### src/rtl/pario_pkg.sv
`timescale 1ns/1ps
package pario_pkg;
   localparam int unsigned BYTE_W = 8;

   typedef enum logic [1:0] {
      SEL_A    = 2'd0,
      SEL_B    = 2'd1,
      SEL_C    = 2'd2,
      SEL_CTRL = 2'd3
   } pario_sel_e;

   typedef enum logic [1:0] {
      GA_M0 = 2'd0,
      GA_M1 = 2'd1,
      GA_M2 = 2'd2
   } grpa_mode_e;

   typedef struct packed {
      grpa_mode_e a_mode;
      logic       b_mode;
      logic       a_in;
      logic       b_in;
      logic       cu_in;
      logic       cl_in;
   } pario_cfg_t;

   localparam pario_cfg_t CFG_RESET = '{a_mode: GA_M0, b_mode: 1'b0,
                                        a_in: 1'b1, b_in: 1'b1,
                                        cu_in: 1'b1, cl_in: 1'b1};
endpackage

### src/rtl/pario_bus_sync.sv
`timescale 1ns/1ps
module pario_bus_sync #(
   parameter int unsigned ADDR_W = 2
) (
   input  logic                     clk,
   input  logic                     rst_n,
   input  logic                     cs_n,
   input  logic                     wr_n,
   input  logic [ADDR_W-1:0]        addr,
   output logic [(1<<ADDR_W)-1:0]   wr_hit
);
   logic wr_n_q;
   logic fire;

   always_ff @(posedge clk or negedge rst_n) begin
      if (!rst_n) wr_n_q <= 1'b1;
      else        wr_n_q <= wr_n;
   end

   assign fire = ~cs_n & ~wr_n & wr_n_q;

   always_comb begin
      wr_hit = '0;
      if (fire) wr_hit[addr] = 1'b1;
   end


   wr_once_chk: assert property (@(posedge clk) disable iff (!rst_n)
      (|wr_hit) |=> (wr_hit == '0));


   wr_onehot_chk: assert property (@(posedge clk) disable iff (!rst_n)
      $onehot0(wr_hit));
endmodule

### src/rtl/pario_cfg_reg.sv
`timescale 1ns/1ps
module pario_cfg_reg
   import pario_pkg::*;
(
   input  logic              clk,
   input  logic              rst_n,
   input  logic              wr_ctrl,
   input  logic [BYTE_W-1:0] wdata,
   output pario_cfg_t        cfg,
   output logic              mode_wr,
   output logic              bsr_wr,
   output logic [2:0]        bsr_sel,
   output logic              bsr_val
);
   grpa_mode_e a_mode_nxt;

   assign mode_wr = wr_ctrl &  wdata[7];
   assign bsr_wr  = wr_ctrl & ~wdata[7];
   assign bsr_sel = wdata[3:1];
   assign bsr_val = wdata[0];

   always_comb begin
      if (wdata[6])      a_mode_nxt = GA_M2;
      else if (wdata[5]) a_mode_nxt = GA_M1;
      else               a_mode_nxt = GA_M0;
   end

   always_ff @(posedge clk or negedge rst_n) begin
      if (!rst_n) begin
         cfg <= CFG_RESET;
      end else if (mode_wr) begin
         cfg <= '{a_mode: a_mode_nxt, b_mode: wdata[2], a_in: wdata[4],
                  b_in: wdata[1], cu_in: wdata[3], cl_in: wdata[0]};
      end
   end


   bsr_keeps_cfg_chk: assert property (@(posedge clk) disable iff (!rst_n)
      bsr_wr |=> (cfg == $past(cfg)));


   mode_dir_chk: assert property (@(posedge clk) disable iff (!rst_n)
      mode_wr |=> (cfg.a_in == $past(wdata[4]) && cfg.cl_in == $past(wdata[0])));
endmodule

### src/rtl/pario_out_latch.sv
`timescale 1ns/1ps
module pario_out_latch #(
   parameter int unsigned W           = 8,
   parameter bit          CLR_ON_MODE = 1'b1,
   parameter int unsigned SEL_W       = $clog2(W)
) (
   input  logic             clk,
   input  logic             rst_n,
   input  logic             clr,
   input  logic             wr,
   input  logic [W-1:0]     wdata,
   input  logic             bit_wr,
   input  logic [SEL_W-1:0] bit_sel,
   input  logic             bit_val,
   output logic [W-1:0]     q
);
   logic clr_eff;

   if (CLR_ON_MODE) begin : g_clr
      assign clr_eff = clr;
   end else begin : g_noclr
      assign clr_eff = 1'b0;
   end

   always_ff @(posedge clk or negedge rst_n) begin
      if (!rst_n)       q <= '0;
      else if (clr_eff) q <= '0;
      else if (wr)      q <= wdata;
      else if (bit_wr)  q[bit_sel] <= bit_val;
   end


   bit_write_chk: assert property (@(posedge clk) disable iff (!rst_n)
      (bit_wr && !wr && !clr_eff) |=> (q[$past(bit_sel)] == $past(bit_val)));


   latch_hold_chk: assert property (@(posedge clk) disable iff (!rst_n)
      (!wr && !bit_wr && !clr_eff) |=> $stable(q));
endmodule

### src/rtl/pario_ctrl.sv
`timescale 1ns/1ps
module pario_ctrl
   import pario_pkg::*;
#(
   parameter int unsigned PORT_W      = 8,
   parameter int unsigned ADDR_W      = 2,
   parameter bit          CLR_ON_MODE = 1'b1,
   parameter logic [7:0]  CTRL_RD_VAL = 8'h00
) (
   input  logic              clk,
   input  logic              rst_n,
   input  logic              cs_n,
   input  logic              rd_n,
   input  logic              wr_n,
   input  logic [ADDR_W-1:0] addr,
   input  logic [PORT_W-1:0] din,
   output logic [PORT_W-1:0] dout,
   output logic              dout_en,
   input  logic [PORT_W-1:0] pa_i,
   output logic [PORT_W-1:0] pa_o,
   output logic              pa_oe,
   input  logic [PORT_W-1:0] pb_i,
   output logic [PORT_W-1:0] pb_o,
   output logic              pb_oe,
   input  logic [PORT_W-1:0] pc_i,
   output logic [PORT_W-1:0] pc_o,
   output logic [PORT_W-1:0] pc_oe,
   output logic [1:0]        grp_a_mode,
   output logic              grp_b_mode
);
   localparam int unsigned HALF   = PORT_W / 2;
   localparam int unsigned NSEL   = 1 << ADDR_W;
   localparam int unsigned NPORT  = 3;
   localparam int unsigned SEL_W  = $clog2(PORT_W);

   if (PORT_W != BYTE_W) begin : g_bad_width
      $error("pario_ctrl: PORT_W must equal the bus byte width");
   end
   if (ADDR_W != 2) begin : g_bad_addr
      $error("pario_ctrl: ADDR_W must be 2");
   end

   logic [NSEL-1:0]   wr_hit;
   pario_cfg_t        cfg;
   logic              mode_wr, bsr_wr, bsr_val;
   logic [SEL_W-1:0]  bsr_sel;
   logic [PORT_W-1:0] lat_q [NPORT];
   logic [PORT_W-1:0] rd_val;

   pario_bus_sync #(.ADDR_W(ADDR_W)) u_sync (
      .clk(clk), .rst_n(rst_n), .cs_n(cs_n), .wr_n(wr_n),
      .addr(addr), .wr_hit(wr_hit));

   pario_cfg_reg u_cfg (
      .clk(clk), .rst_n(rst_n), .wr_ctrl(wr_hit[SEL_CTRL]), .wdata(din),
      .cfg(cfg), .mode_wr(mode_wr), .bsr_wr(bsr_wr),
      .bsr_sel(bsr_sel), .bsr_val(bsr_val));

   for (genvar p = 0; p < NPORT; p++) begin : g_port
      pario_out_latch #(.W(PORT_W), .CLR_ON_MODE(CLR_ON_MODE)) u_lat (
         .clk(clk), .rst_n(rst_n), .clr(mode_wr), .wr(wr_hit[p]),
         .wdata(din),
         .bit_wr((p == int'(SEL_C)) ? bsr_wr : 1'b0),
         .bit_sel(bsr_sel), .bit_val(bsr_val), .q(lat_q[p]));
   end

   always_comb begin
      case (pario_sel_e'(addr))
         SEL_A:   rd_val = cfg.a_in ? pa_i : lat_q[0];
         SEL_B:   rd_val = cfg.b_in ? pb_i : lat_q[1];
         SEL_C:   rd_val = {cfg.cu_in ? pc_i[PORT_W-1:HALF] : lat_q[2][PORT_W-1:HALF],
                            cfg.cl_in ? pc_i[HALF-1:0]      : lat_q[2][HALF-1:0]};
         default: rd_val = CTRL_RD_VAL;
      endcase
   end

   assign dout_en    = ~cs_n & ~rd_n;
   assign dout       = dout_en ? rd_val : '0;
   assign pa_o       = lat_q[0];
   assign pb_o       = lat_q[1];
   assign pc_o       = lat_q[2];
   assign pa_oe      = ~cfg.a_in;
   assign pb_oe      = ~cfg.b_in;
   assign pc_oe      = {{HALF{~cfg.cu_in}}, {HALF{~cfg.cl_in}}};
   assign grp_a_mode = cfg.a_mode;
   assign grp_b_mode = cfg.b_mode;


   mode_clears_chk: assert property (@(posedge clk) disable iff (!rst_n)
      (mode_wr && CLR_ON_MODE) |=> (pa_o == '0 && pb_o == '0 && pc_o == '0));


   ctrl_read_chk: assert property (@(posedge clk) disable iff (!rst_n)
      (!cs_n && !rd_n && addr == ADDR_W'(SEL_CTRL)) |-> (dout == CTRL_RD_VAL));


   deselect_chk: assert property (@(posedge clk) disable iff (!rst_n)
      cs_n |=> ($stable(pa_o) && $stable(pb_o) && $stable(pc_o) && $stable(pc_oe)));
endmodule

### config.mk
export PLATFORM = sky130hd
export DESIGN_NAME = pario_ctrl
export DESIGN_NICKNAME = d
export VERILOG_FILES = /design/src/rtl/pario_pkg.sv /design/src/rtl/pario_bus_sync.sv /design/src/rtl/pario_cfg_reg.sv /design/src/rtl/pario_out_latch.sv /design/src/rtl/pario_ctrl.sv
export SDC_FILE = /design/constraint.sdc
export NUM_CORES = 1
export LEC_CHECK = 0
export BUFFER_PORTS_ARGS = -buffer_cell sky130_fd_sc_hd__buf_2
export CORE_MARGIN = 4
export CORE_UTILIZATION = 56
export CTS_BUF_LIST = sky130_fd_sc_hd__clkbuf_4
export CTS_CLUSTER_DIAMETER = 30
export DETAILED_ROUTE_END_ITERATION = 16
export GPL_ROUTABILITY_DRIVEN = 0
export PLACE_DENSITY_LB_ADDON = 0.08
export SLEW_MARGIN = 20
export SYNTH_ARGS = -nofsm -noshare
export SYNTH_HDL_FRONTEND = slang
export SYNTH_HIERARCHICAL = 1
export SYNTH_SLANG_ARGS = --single-unit
### constraint.sdc
create_clock -name clk -period 5.1 [get_ports clk]
set_input_delay 1.02 -clock clk [delete_from_list [all_inputs] [get_ports clk]]
set_output_delay 1.02 -clock clk [all_outputs]
set_load 0.1 [all_outputs]
# ---- After elaboration in Yosys (flattened, before gate mapping)
# Cells that the tools add are included.
dict set report word_totals {
  register_bits 32
  latchBits 0
  ramBits 0
  rom_bits 0
  out_inout_bits 46
  elab_cells 56
  memories 0
}
dict set report classes {
  n_addsub 0
  mul 0
  div 0
  order_cmp 4
  eq_ne 2
  shift 0
  n_mux 21
  bitwise 13
  reduce_logical 6
}
# cell n
set ops {}
lappend ops {{$mux W8} 10}
lappend ops {{$pmux W8 S3} 1}
lappend ops {{$mux W4} 3}
lappend ops {{$bwmux W8} 1}
lappend ops {{$not A1 Y1} 8}
lappend ops {{$and A1 B1 Y1} 5}
lappend ops {{$lt A3 B4 Y1 const B} 1}
lappend ops {{$reduce_bool A2 Y1} 2}
lappend ops {{$demux W1 S3} 1}
lappend ops {{$ge A3 B1 Y1 const B} 1}
lappend ops {{$lt A2 B3 Y1 const B} 1}
lappend ops {{$mux W1} 3}
lappend ops {{$reduce_bool A3 Y1} 1}
lappend ops {{$demux W1 S2} 1}
lappend ops {{$eq A2 B1 Y1 const B} 1}
lappend ops {{$eq A2 B2 Y1 const B} 1}
lappend ops {{$ge A2 B1 Y1 const B} 1}
lappend ops {{$logic_and A1 B1 Y1} 2}
lappend ops {{$logic_not A2 Y1} 1}
lappend ops {{$mux W2} 1}

# ---- Longest topological paths before layout
# Gate-level depths: netlist (run 1).
dict set report depth {
  word_depth 9
  depth_mapped 7
  depth_no_buf 7
}

# ---- Cells and area by module
# The synthesis (run 1) kept the hierarchy.
# mod instances cells_each area_per_inst_um2
set modules_own_cells {}
lappend modules_own_cells {pario_out_latch 3 51 496.7}
lappend modules_own_cells {pario_ctrl 1 69 550.5}
lappend modules_own_cells {pario_cfg_reg 1 22 314.1}
lappend modules_own_cells {pario_bus_sync 1 8 65.1}

# ---- Worst setup path before layout (run 1)
# OpenSTA, ideal clock, no wires.
dict set report synth_timing {
  kind {input -> output}
  start {in rd_n}
  end {out dout[0]}
  arrival_time_ps 4312
  t_required_ps 4080
  setup_slack_ps -232
  cell_stages 3
  n_path_buf 0
  cell_sequence {nor2_1 -> nand2_1 -> a21oi_1}
}
dict set report synth_between {
  elab_chain_len 3
}
# element line_no
set synth_rtl {}
lappend synth_rtl {{start: declaration} pario_ctrl.sv:13} ;# input logic rd_n,
lappend synth_rtl {{$not A1 Y1} pario_ctrl.sv:77} ;# assign dout_en = ~cs_n & ~rd_n;
lappend synth_rtl {{$and A1 B1 Y1} pario_ctrl.sv:77}
lappend synth_rtl {{$mux W8} pario_ctrl.sv:78} ;# assign dout = dout_en ? rd_val : '0;
lappend synth_rtl {{end: declaration} pario_ctrl.sv:17} ;# output logic [PORT_W-1:0] dout,
# No other way between the ends.

# ---- Worst setup path in the final report (run 1)
dict set report layout_timing {
  start {in addr[0]}
  end {out dout[1]}
}
dict set report layout_between {
  elab_chain_len 3
  elab_cells_between_ends 5
  cone_classes {2 x eq/ne; 2 x mux; 1 x reduce/logical}
}
# element line_no
set layout_rtl {}
lappend layout_rtl {{start: declaration} pario_ctrl.sv:15} ;# input logic [ADDR_W-1:0] addr,
lappend layout_rtl {{$eq A2 B2 Y1, or another cell as far along} pario_ctrl.sv:68} ;# case (pario_sel_e'(addr))
lappend layout_rtl {{$pmux W8 S3 *} pario_ctrl.sv:68}
lappend layout_rtl {{$mux W8 *} pario_ctrl.sv:78}
# Mark *: on every way between the ends. The rest lies on a longest branch, timed or not.

==> impl_metrics.yaml, run 1 <==
synth:
  synth_top_area_share_pct: 27.9
  synthTopCellsByArea: "dfrtp_1 28%, mux2_2 11%, dfstp_2 5.4%"
  ys_types: 36
  ys_seq_area_share_pct: 33.4
  synth_top_area_cell: "dfrtp_1"
  synthTopCellsByCount: "27 x dfrtp_1, 26 x nand2_1, 23 x mux2_2"
  yosysMostFrequentCell: "dfrtp_1"
  ys_warn_count: 6
  syn_area_per_cell_um2: 9.60
  synth_seq_cells: 32
  synth_cells: 252
  synth-edff-count: 0
  syn_area_mm2: 0.00242
  ys.flop_type: "dfrtp_1"
  async_reset_ff_share_pct: 100
sta:
  grt_setup_unrepaired: "no"
  max_freq_mhz: 287
  finalSetupTns_ns: 0
  worst_pin_slew_ns: 0.839
  final.setup.worst_slack_ns: 1.61
  finalSetupViolations: 0
  timing.hold.ws_ns: 0.520
  hold_viol: 0
  fin_crit_ns: 3.49
  min_period_over_period_pct: 68.4
  maxSlewHeadroom_pct: 43.8
  drv_slew: 0
  clock_skew_ns: 0.00964
global_route:
  grt_max_degree: 35
  grt_pass1_vias: 2114
  grt.total_usage_pct: 25.0
  grt_pass1_wl_mm: 10.2
  antenna_found_initial: 0
  grt_overflow: 0
power_and_ir_drop:
  power_mw: 1.32
  cellPowerDensity_mw_per_mm2: 454
  ir_drop_uv: 267
  p_leak_nw: 1.35
floorplan:
  die_height_um: 73.7
  start_util_pct: 59.2
  die_w_um: 73.7
  io_pins: 85
  rows: 23
  die_area_mm2: 0.00544
  core-area_mm2: 0.00409
final_layout:
  antenna_cells: 0
  fin_util_pct: 70.9
  syn_to_final_growth_pct: 19.8
  multi_input_area_mm2: 0.00150
  fillCellCount: 315
  fin_area_mm2: 0.00290
  final-seq-area_um2: 807
  fin_cells: 386
  nNetsFinal: 374
  drive_above_1_share_pct: 43.8
drt:
  wire_per_inst_um: 17.3
  drt_wl_total_mm: 6.67
  vias: 2247
  drtAntennaViolNets: 0
  drc: 0
  first_iter_violations: 212
  via_per_inst: 5.82
  dr.pass1.iters: 5
critical_path:
  crit_end: "dout[1]"
  crit_type: "in2out"
  critPathLaunch: "addr[0]"
  crit_fanout: 8
  arrival_ns: 2.47
  reg2reg_to: "g_port[0].u_lat/q[1]"
  reg2reg_depth: 7
  crit_required_ns: 4.08
  start_kind: "primary input"
  timing.rr.start: "u_sync/wr_n_q"
  regToRegSetupSlack_ns: 2.64
  end_kind: "output port"
run:
  drv_cap: 0
clock_tree:
  clkSinkCount: 32
  cts_hold_buffers: 0
  clockBufferDepth: 2
  clk_pin_slew_ns: 0.10
  cts_tree: "done"
  post_cts_buffers: 0
  clk_latency_ns: 0.34
  cts_max_level: 2
  cts_buffers: 5
  cts_root_buf: "clkbuf_4"
  cts-resized-gates: 0
hold_path:
  hold_class: "reg2reg"
place:
  dp_hpwl_mm: 4.80
  dp.cells: 378
  portBuffers: 84
  post-place-ws_ns: 1.66
  postPlaceCellArea_mm2: 0.00283
outcome:
  outcome: "finished clean"
[power by group]
part	switching [mW]	internal, mW	leakage, nW
clock	0.0870	0.0636	0.0338
sequential	0.0563	0.312	0.384
combinational	0.617	0.179	0.930
[kinds of logic after synthesis]
logic type      Yosys count  synth area share [%]
simple gates             96                  23.2
compound gates           61                  20.6
flops                    32                  33.4
mux                      31                  15.7
buf+inv                  31                  7.08
other cells               1                 0.155
[cell type report]
cell class	count	area share (%)
Multi-Input combinational cell	200	51.9
Clock inverter	1	0.129
Inverter	11	1.42
Sequential cell	32	27.8
Timing Repair Buffer	85	14.8
Tap cell	50	2.16
Clock buffer	7	1.81
[critical path, cell delays in order]
cell and delay, ns:
buf_2 0.17, nor2b_1 0.53, a22oi_1 0.14, a21oi_1 0.17, buf_2 0.44
[registers in the layout (all words and copies together) (netlist names)]
register,cells
g_port.u_lat/q,24
u_cfg/cfg,7
u_sync/wr_n_q,1
[layer usage]
layer | up-vias | track usage (%) | wire [um]
met3 | 8 | 6.29 | 537
met2 | 94 | 39.5 | 3250
met5 | - | 0 | 0
li1 | 1086 | - | -
met1 | 1059 | 32.6 | 2790
met4 | 0 | 10.1 | 101
[cells in the final DEF (no fill, tap or decap)]
master and count:
o311a_1 9, buf_2 84, nand2b_1 7, a211oi_1 6, dfstp_2 5, a2111oi_2 6
nand2_2 1, inv_1 11, conb_1 12, a22oi_1 11, mux2_2 23, nor4_2 1
nand4b_1 3, nor3b_2 3, a221o_1 3, clkbuf_4 7, nor3b_1 3, mux2_4 8
or3b_1 1, and2b_2 1, nand3_1 6, clkinv_1 1, nor2_1 16, o21ai_1 3
nor4_4 1, and3b_2 3, o211ai_1 3, a21oi_1 14, dfrtp_1 27, buf_4 1
a31o_1 3, nand4_1 3, nor4b_2 3, nor2b_1 18, nand2_1 26, a22o_1 3
[worst min-delay path by stage]
stage / startpoint / end / slack [ns] / cells past startpoint
floorplan: u_cfg/cfg[2] / u_cfg/cfg[2] / 0.60 / 1
global placement: u_cfg/cfg[5] / u_cfg/cfg[5] / 0.48 / 1
detailed placement: u_cfg/cfg[6] / u_cfg/cfg[6] / 0.49 / 1
CTS: u_cfg/cfg[6] / u_cfg/cfg[6] / 0.52 / 1
global route: u_cfg/cfg[6] / u_cfg/cfg[6] / 0.53 / 1
finish: u_cfg/cfg[6] / u_cfg/cfg[6] / 0.52 / 1
Power figures use the tool's default switching activity.
==> run 2: changes to the inputs <==
--- a/config.mk
+++ b/config.mk
@@ -7,7 +7,7 @@
 export LEC_CHECK = 0
 export BUFFER_PORTS_ARGS = -buffer_cell sky130_fd_sc_hd__buf_2
 export CORE_MARGIN = 4
-export CORE_UTILIZATION = 56
+export CORE_UTILIZATION = 47
 export CTS_BUF_LIST = sky130_fd_sc_hd__clkbuf_4
 export CTS_CLUSTER_DIAMETER = 30
 export DETAILED_ROUTE_END_ITERATION = 16
==> constraint.sdc (replaced) <==
create_clock -name clk -period 3.2 [get_ports clk]
set_input_delay 0.64 -clock clk [delete_from_list [all_inputs] [get_ports clk]]
set_output_delay 0.64 -clock clk [all_outputs]
set_load 0.1 [all_outputs]
==> run 2 against run 1 <==
Register-to-register slack got worse by 1.5 ns. Routed wire length increased by 5.1%. Critical path type unchanged. Critical path depth unchanged. Worst setup slack got worse by 1.3 ns. Worst hold slack got worse by 0.17 ns. Critical endpoint is now dout[4]. Via count increased by 1.0%. Global-route usage decreased by 2.0 points.
==> impl_metrics.yaml, run 2 (synthesized netlist as in run 1, its figures left out) <==
outcome:
  outcome: "finished clean"
final_layout:
  largest_reg_flops: 24
  fin_cells: 406
  drive_above_1_share_pct: 47.2
  layout_commonest_cell: "buf_2"
  nNetsFinal: 377
  antenna_cells: 0
  layout_common_cells: "84 x buf_2, 27 x dfrtp_1, 26 x nand2_1, 23 x mux2_2, 18 x nor2b_1"
  largestRegisters: "g_port.u_lat/q: 24 flops, u_cfg/cfg: 7 flops, u_sync/wr_n_q: 1 flops"
  syn_to_final_growth_pct: 26.3
  top_register: "g_port.u_lat/q"
sta:
  finalSetupTns_ns: 0
  grt_setup_unrepaired: "no"
  maxSlewHeadroom_pct: 50.6
  finalSetupViolations: 0
  drv_slew: 0
  timing.hold.ws_ns: 0.349
  hold_viol: 0
  fin_crit_ns: 2.85
  min_period_over_period_pct: 89.1
  worst_pin_slew_ns: 0.741
  clock_skew_ns: 0.0114
  max_freq_mhz: 351
global_route:
  grt_use_met3_pct: 3.39
  antenna_found_initial: 0
  grt_pass1_vias: 2147
  grt_overflow: 0
  grtUsageMet1_pct: 32.2
  grt_pass1_wl_mm: 11.2
  grt.met2_usage_pct: 37.2
  grt_max_degree: 35
  gr-max-usage-layer: "met2"
  grt.total_usage_pct: 23.0
critical_path:
  end_kind: "output port"
  cp_cell_sequence: "buf_2, nor2b_1, a22oi_1, a21oi_4, buf_2"
  crit_required_ns: 2.56
  crit_path_top_delay_cell: "nor2b_1"
  regToRegSetupSlack_ns: 1.11
  reg2reg_to: "g_port[1].u_lat/q[1]"
  timing.rr.start: "u_sync/wr_n_q"
  path_common_cell: "buf_2"
  start_kind: "primary input"
  reg2reg_depth: 7
  arrival_ns: 2.21
  crit_fanout: 8
  cp_slowest_stage_delay_ns: 0.53
  crit_type: "in2out"
power_and_ir_drop:
  p_leak_nw: 1.38
  cellPowerDensity_mw_per_mm2: 719
  ir_drop_uv: 407
clock_tree:
  post_cts_buffers: 0
  clk_pin_slew_ns: 0.11
  cts-resized-gates: 0
  clkSinkCount: 32
  cts_tree: "done"
  cts_hold_buffers: 0
  cts_max_level: 2
  clockBufferDepth: 2
  cts_root_buf: "clkbuf_4"
  clk_latency_ns: 0.34
  cts_buffers: 5
drt:
  via_per_inst: 5.59
  drc: 0
  first_iter_violations: 171
  dr.pass1.iters: 4
  vias: 2270
  drt_wl_total_mm: 7.02
  wire_per_inst_um: 17.3
  drtAntennaViolNets: 0
run:
  drv_cap: 0
floorplan:
  die_height_um: 79.8
  io_pins: 85
  die_w_um: 79.8
  start_util_pct: 49.9
  die_area_mm2: 0.00636
  rows: 25
  core-area_mm2: 0.00485
place:
  portBuffers: 84
  dp.cells: 398
  dp_hpwl_mm: 5.10
hold_path:
  hold_class: "in2async"
==> run 2: changes by cell type in the layout (fill, tap and decap cells not counted) <==
cell	change
buf_4	+3
bufinv_16	+1
nor4_4	-1
a21oi_4	+8
nor4_2	+1
nor2_4	+1
clkbuf_4	-2
clkinvlp_4	+1
clkinv_1	-1
nor2_1	-1
a21oi_1	-8
clkinv_2	+1
==> run 2: routing by layer <==
layer  share of wire [%]  wire, um  vias to the layer above
met5                   0         0                        -
li1                    -         -                     1093
met2                  45      3180                       87
met1                  45      3140                     1083
met3                 8.6       603                        7
met4                 1.3        89                        0
==> run 2: how the worst max path moves through the flow <==
stage	start	end	slack, ns	cells after the start
3_3_place_gp	addr[1]	dout[6]	0.41	5
5_1_grt	addr[1]	dout[4]	0.26	5
4_1_cts	addr[1]	dout[6]	0.33	5
2_1_floorplan	rd_n	dout[0]	0.16	3
3_5_place_dp	addr[1]	dout[6]	0.33	5
6_report	addr[1]	dout[4]	0.35	5
==> run 2: through the flow <==
step	utilization [%]	area (um2)	power [mW]	setup slack [ns]
after global placement	61.4	2980	1.89	0.411
after detailed placement	61.4	2980	1.89	0.329
after CTS	63.0	3060	2.21	0.331
final	63.0	3060	2.20	0.350
after global routing	63.0	3060	2.30	0.257
after floorplan	-	2560	1.70	0.163
==> run 2: final cells by class <==
cell class,instances,area [um2]
sequential,32,807
clock buffer,5,37.5
tap,67,83.8
inverter,11,41.3
timing repair buffer,88,450
fill,420,1790
clock inverter,3,42.5
multi-input combinational,200,1590
==> run 2: worst max-delay path, delay by kind of cell <==
kind | cells | cell delay, ns
buf+inv | 2 | 0.58
compound gates | 2 | 0.46
simple gates | 1 | 0.53
==> run 2: where the power goes <==
part           leakage (nW)  switching, mW  internal (mW)
registers             0.384         0.0899          0.497
logic                 0.949           1.00          0.291
clock network        0.0412          0.154          0.163
total                  1.38           1.25          0.951
==> run 3: changes to the inputs <==
--- a/config.mk
+++ b/config.mk
@@ -7,7 +7,7 @@
 export LEC_CHECK = 0
 export BUFFER_PORTS_ARGS = -buffer_cell sky130_fd_sc_hd__buf_2
 export CORE_MARGIN = 4
-export CORE_UTILIZATION = 47
+export CORE_UTILIZATION = 45
 export CTS_BUF_LIST = sky130_fd_sc_hd__clkbuf_4
 export CTS_CLUSTER_DIAMETER = 30
 export DETAILED_ROUTE_END_ITERATION = 16
@@ -16,5 +16,4 @@
 export SLEW_MARGIN = 20
 export SYNTH_ARGS = -nofsm -noshare
 export SYNTH_HDL_FRONTEND = slang
-export SYNTH_HIERARCHICAL = 1
 export SYNTH_SLANG_ARGS = --single-unit
==> run 3 against run 2 <==
First-iteration DRC count is 20% lower. Cell area is 13% lower. Routed wire length is 17% lower. Clock power is 5% lower. Worst hold slack hardly changed. Final cell count is 16% lower. Die area is 13% lower. Largest cell class unchanged.
==> impl_metrics.yaml, run 3 <==
drt:
  via_per_inst: 5.56
  drt_wl_total_mm: 5.80
  drc: 0
  vias: 1892
  first_iter_violations: 137
  drtAntennaViolNets: 0
  wire_per_inst_um: 17.0
  dr.pass1.iters: 4
sta:
  hold_viol: 0
  fin_crit_ns: 2.68
  finalSetupViolations: 0
  maxSlewHeadroom_pct: 43.9
  grt_setup_unrepaired: "no"
  drv_slew: 0
  min_period_over_period_pct: 83.8
  clock_skew_ns: 0.00310
  finalSetupTns_ns: 0
  max_freq_mhz: 373
  worst_pin_slew_ns: 0.841
critical_path:
  end_kind: "output port"
  cp_cell_sequence: "buf_2, or3_1, o22ai_4, buf_12"
  crit_fanout: 8
  arrival_ns: 2.04
  crit_type: "in2out"
  cp_slowest_stage_delay_ns: 0.72
  start_kind: "primary input"
  timing.rr.start: "u_sync.wr_n_q"
  crit_required_ns: 2.56
  crit_path_top_delay_cell: "or3_1"
  critPathLaunch: "cs_n"
power_and_ir_drop:
  p_clk_share_pct: 14.4
  p_leak_nw: 1.30
  ir_drop_uv: 415
  p_switching_mw: 1.20
  netSwitchingFraction_pct: 57.4
  pwr-share-comb_pct: 57.8
  seq_power_share_pct: 27.8
  power_mw: 2.09
  cellInternalPower_uw: 888
  cellPowerDensity_mw_per_mm2: 785
final_layout:
  top_register: "g_port.u_lat.q"
  syn_to_final_growth_pct: 33.6
  nNetsFinal: 328
  largestRegisters: "g_port.u_lat.q: 24 flops, u_cfg.cfg: 7 flops, u_sync.wr_n_q: 1 flops"
  layout_common_cells: "76 x buf_2, 27 x dfrtp_1, 25 x mux2i_1, 24 x nand2_1, 22 x nor2_1"
  antenna_cells: 0
  largest_reg_flops: 24
  layout_commonest_cell: "buf_2"
  fillCellCount: 367
  drive_above_1_share_pct: 40.3
clock_tree:
  clk_pin_slew_ns: 0.10
  clkSinkCount: 32
  cts_max_level: 2
  cts_tree: "done"
  cts_buffers: 5
  cts_root_buf: "clkbuf_4"
  cts_hold_buffers: 0
  cts-resized-gates: 0
  clk_latency_ns: 0.34
  post_cts_buffers: 0
  clockBufferDepth: 2
place:
  dp_hpwl_mm: 4.37
  portBuffers: 84
synth:
  ys_types: 35
  async_reset_ff_share_pct: 100
  ys.flop_type: "dfrtp_1"
  synth_top_area_share_pct: 34.0
  synthTopCellsByCount: "27 x dfrtp_1, 25 x mux2i_1, 24 x nand2_1"
  synth_cells: 221
  synth_fp_nets: 260
  syn_area_mm2: 0.00199
  synth_seq_cells: 32
  syn_area_per_cell_um2: 8.99
  yosysMostFrequentCell: "dfrtp_1"
  synth-edff-count: 0
  ys_seq_area_share_pct: 40.6
  synthTopCellsByArea: "dfrtp_1 34%, mux2i_1 13%, dfstp_2 6.6%"
  synth_top_area_cell: "dfrtp_1"
  ys_warn_count: 0
global_route:
  grt_max_degree: 33
  grt.total_usage_pct: 21.9
  grt_overflow: 0
  grt_pass1_vias: 1778
  antenna_found_initial: 0
  grt_pass1_wl_mm: 9.03
floorplan:
  die_w_um: 74.5
  start_util_pct: 47.9
  core-area_mm2: 0.00414
  die_height_um: 74.5
  io_pins: 85
  rows: 23
  die_area_mm2: 0.00554
outcome:
  outcome: "finished clean"
hold_path:
  hold_class: "in2async"
run:
  drv_cap: 0
run 3: changes by cell type after synthesis, sizes merged, moves of 5 or more:
| cell | before | now |
|---|---|---|
| buf | 15 | 20 |
| mux2 | 31 | 8 |
| a22oi | 11 | 2 |
| nand2b | 7 | 2 |
| nor2 | 16 | 23 |
| o22ai | 0 | 8 |
| nor2b | 18 | 0 |
| a2111oi | 6 | 0 |
| mux2i | 0 | 25 |
| o311a | 9 | 0 |
| nor3b | 6 | 0 |
| o21ai | 3 | 17 |
| a211oi | 6 | 0 |
run 3: worst paths after layout:
| check | slack (ns) | endpoint | depth (start not counted) |
|---|---|---|---|
| hold / removal | 0.35 | g_port[2].u_lat.q[7] | 1 |
| max in group asynchronous | 2.39 | g_port[0].u_lat.q[4] | 1 |
| setup reg to reg | 1.32 | g_port[0].u_lat.q[1] | 4 |
| hold reg to reg | 0.47 | u_cfg.cfg[5] | 2 |
| setup / recovery | 0.52 | dout[5] | 4 |
| min in group clk | 0.43 | u_sync.wr_n_q | 1 |
run 3: routing by layer:
metal	wire, um	vias to the layer above	track usage, %	part of all wire, %
li1	-	914	-	-
met3	363	7	4.46	6.3
met4	62	0	5.93	1.1
met5	0	-	0	0
met2	2710	64	34.4	47
met1	2660	907	30.9	46
run 3: cell type report:
class	instances	area, um2	share of cell area (%)
timing repair buffer	87	563	21.2
sequential	32	807	30.4
inverter	8	30.0	1.13
clock inverter	3	37.5	1.41
tap	50	62.6	2.36
multi-input combinational	155	1120	42.1
clock buffer	5	37.5	1.41
run 3: cell families (layout without fill, tap and decap cells):
kind of cell	after synthesis	after routing	share of synthesized area, %
mux	33	33	17.1
simple gates	71	71	17.5
buf+inv	34	103	9.07
compound gates	51	51	15.7
flops	32	32	40.6
run 3: worst max-delay path: cells and delay by family:
family / cells / cell delay, ns
AOI/OAI and AO/OA: 1 / 0.32
buffers and inverters: 2 / 0.34
and+or+nand+nor: 1 / 0.72
run 3: through the flow:
stage	instance area (um2)	hold WS [ns]	setup slack (ns)	util [%]	cells
floorplan	2100	0.344	0.0222	-	221
global placement	2580	0.453	0.513	62.3	332
detailed placement	2580	0.455	0.502	62.3	332
CTS	2660	0.364	0.502	64.1	340
global route	2660	0.373	0.463	64.1	340
finish	2660	0.349	0.518	64.1	340
run 3: power by group through the flow:
stage | clock [mW] | sequential [mW] | combinational [mW]
4_1_cts | 0.306 | 0.579 | 1.21
5_1_grt | 0.324 | 0.591 | 1.26
2_1_floorplan | 0 | 0.997 | 0.612
6_report | 0.301 | 0.579 | 1.21
3_3_place_gp | 0 | 0.587 | 1.21
3_5_place_dp | 0 | 0.586 | 1.21
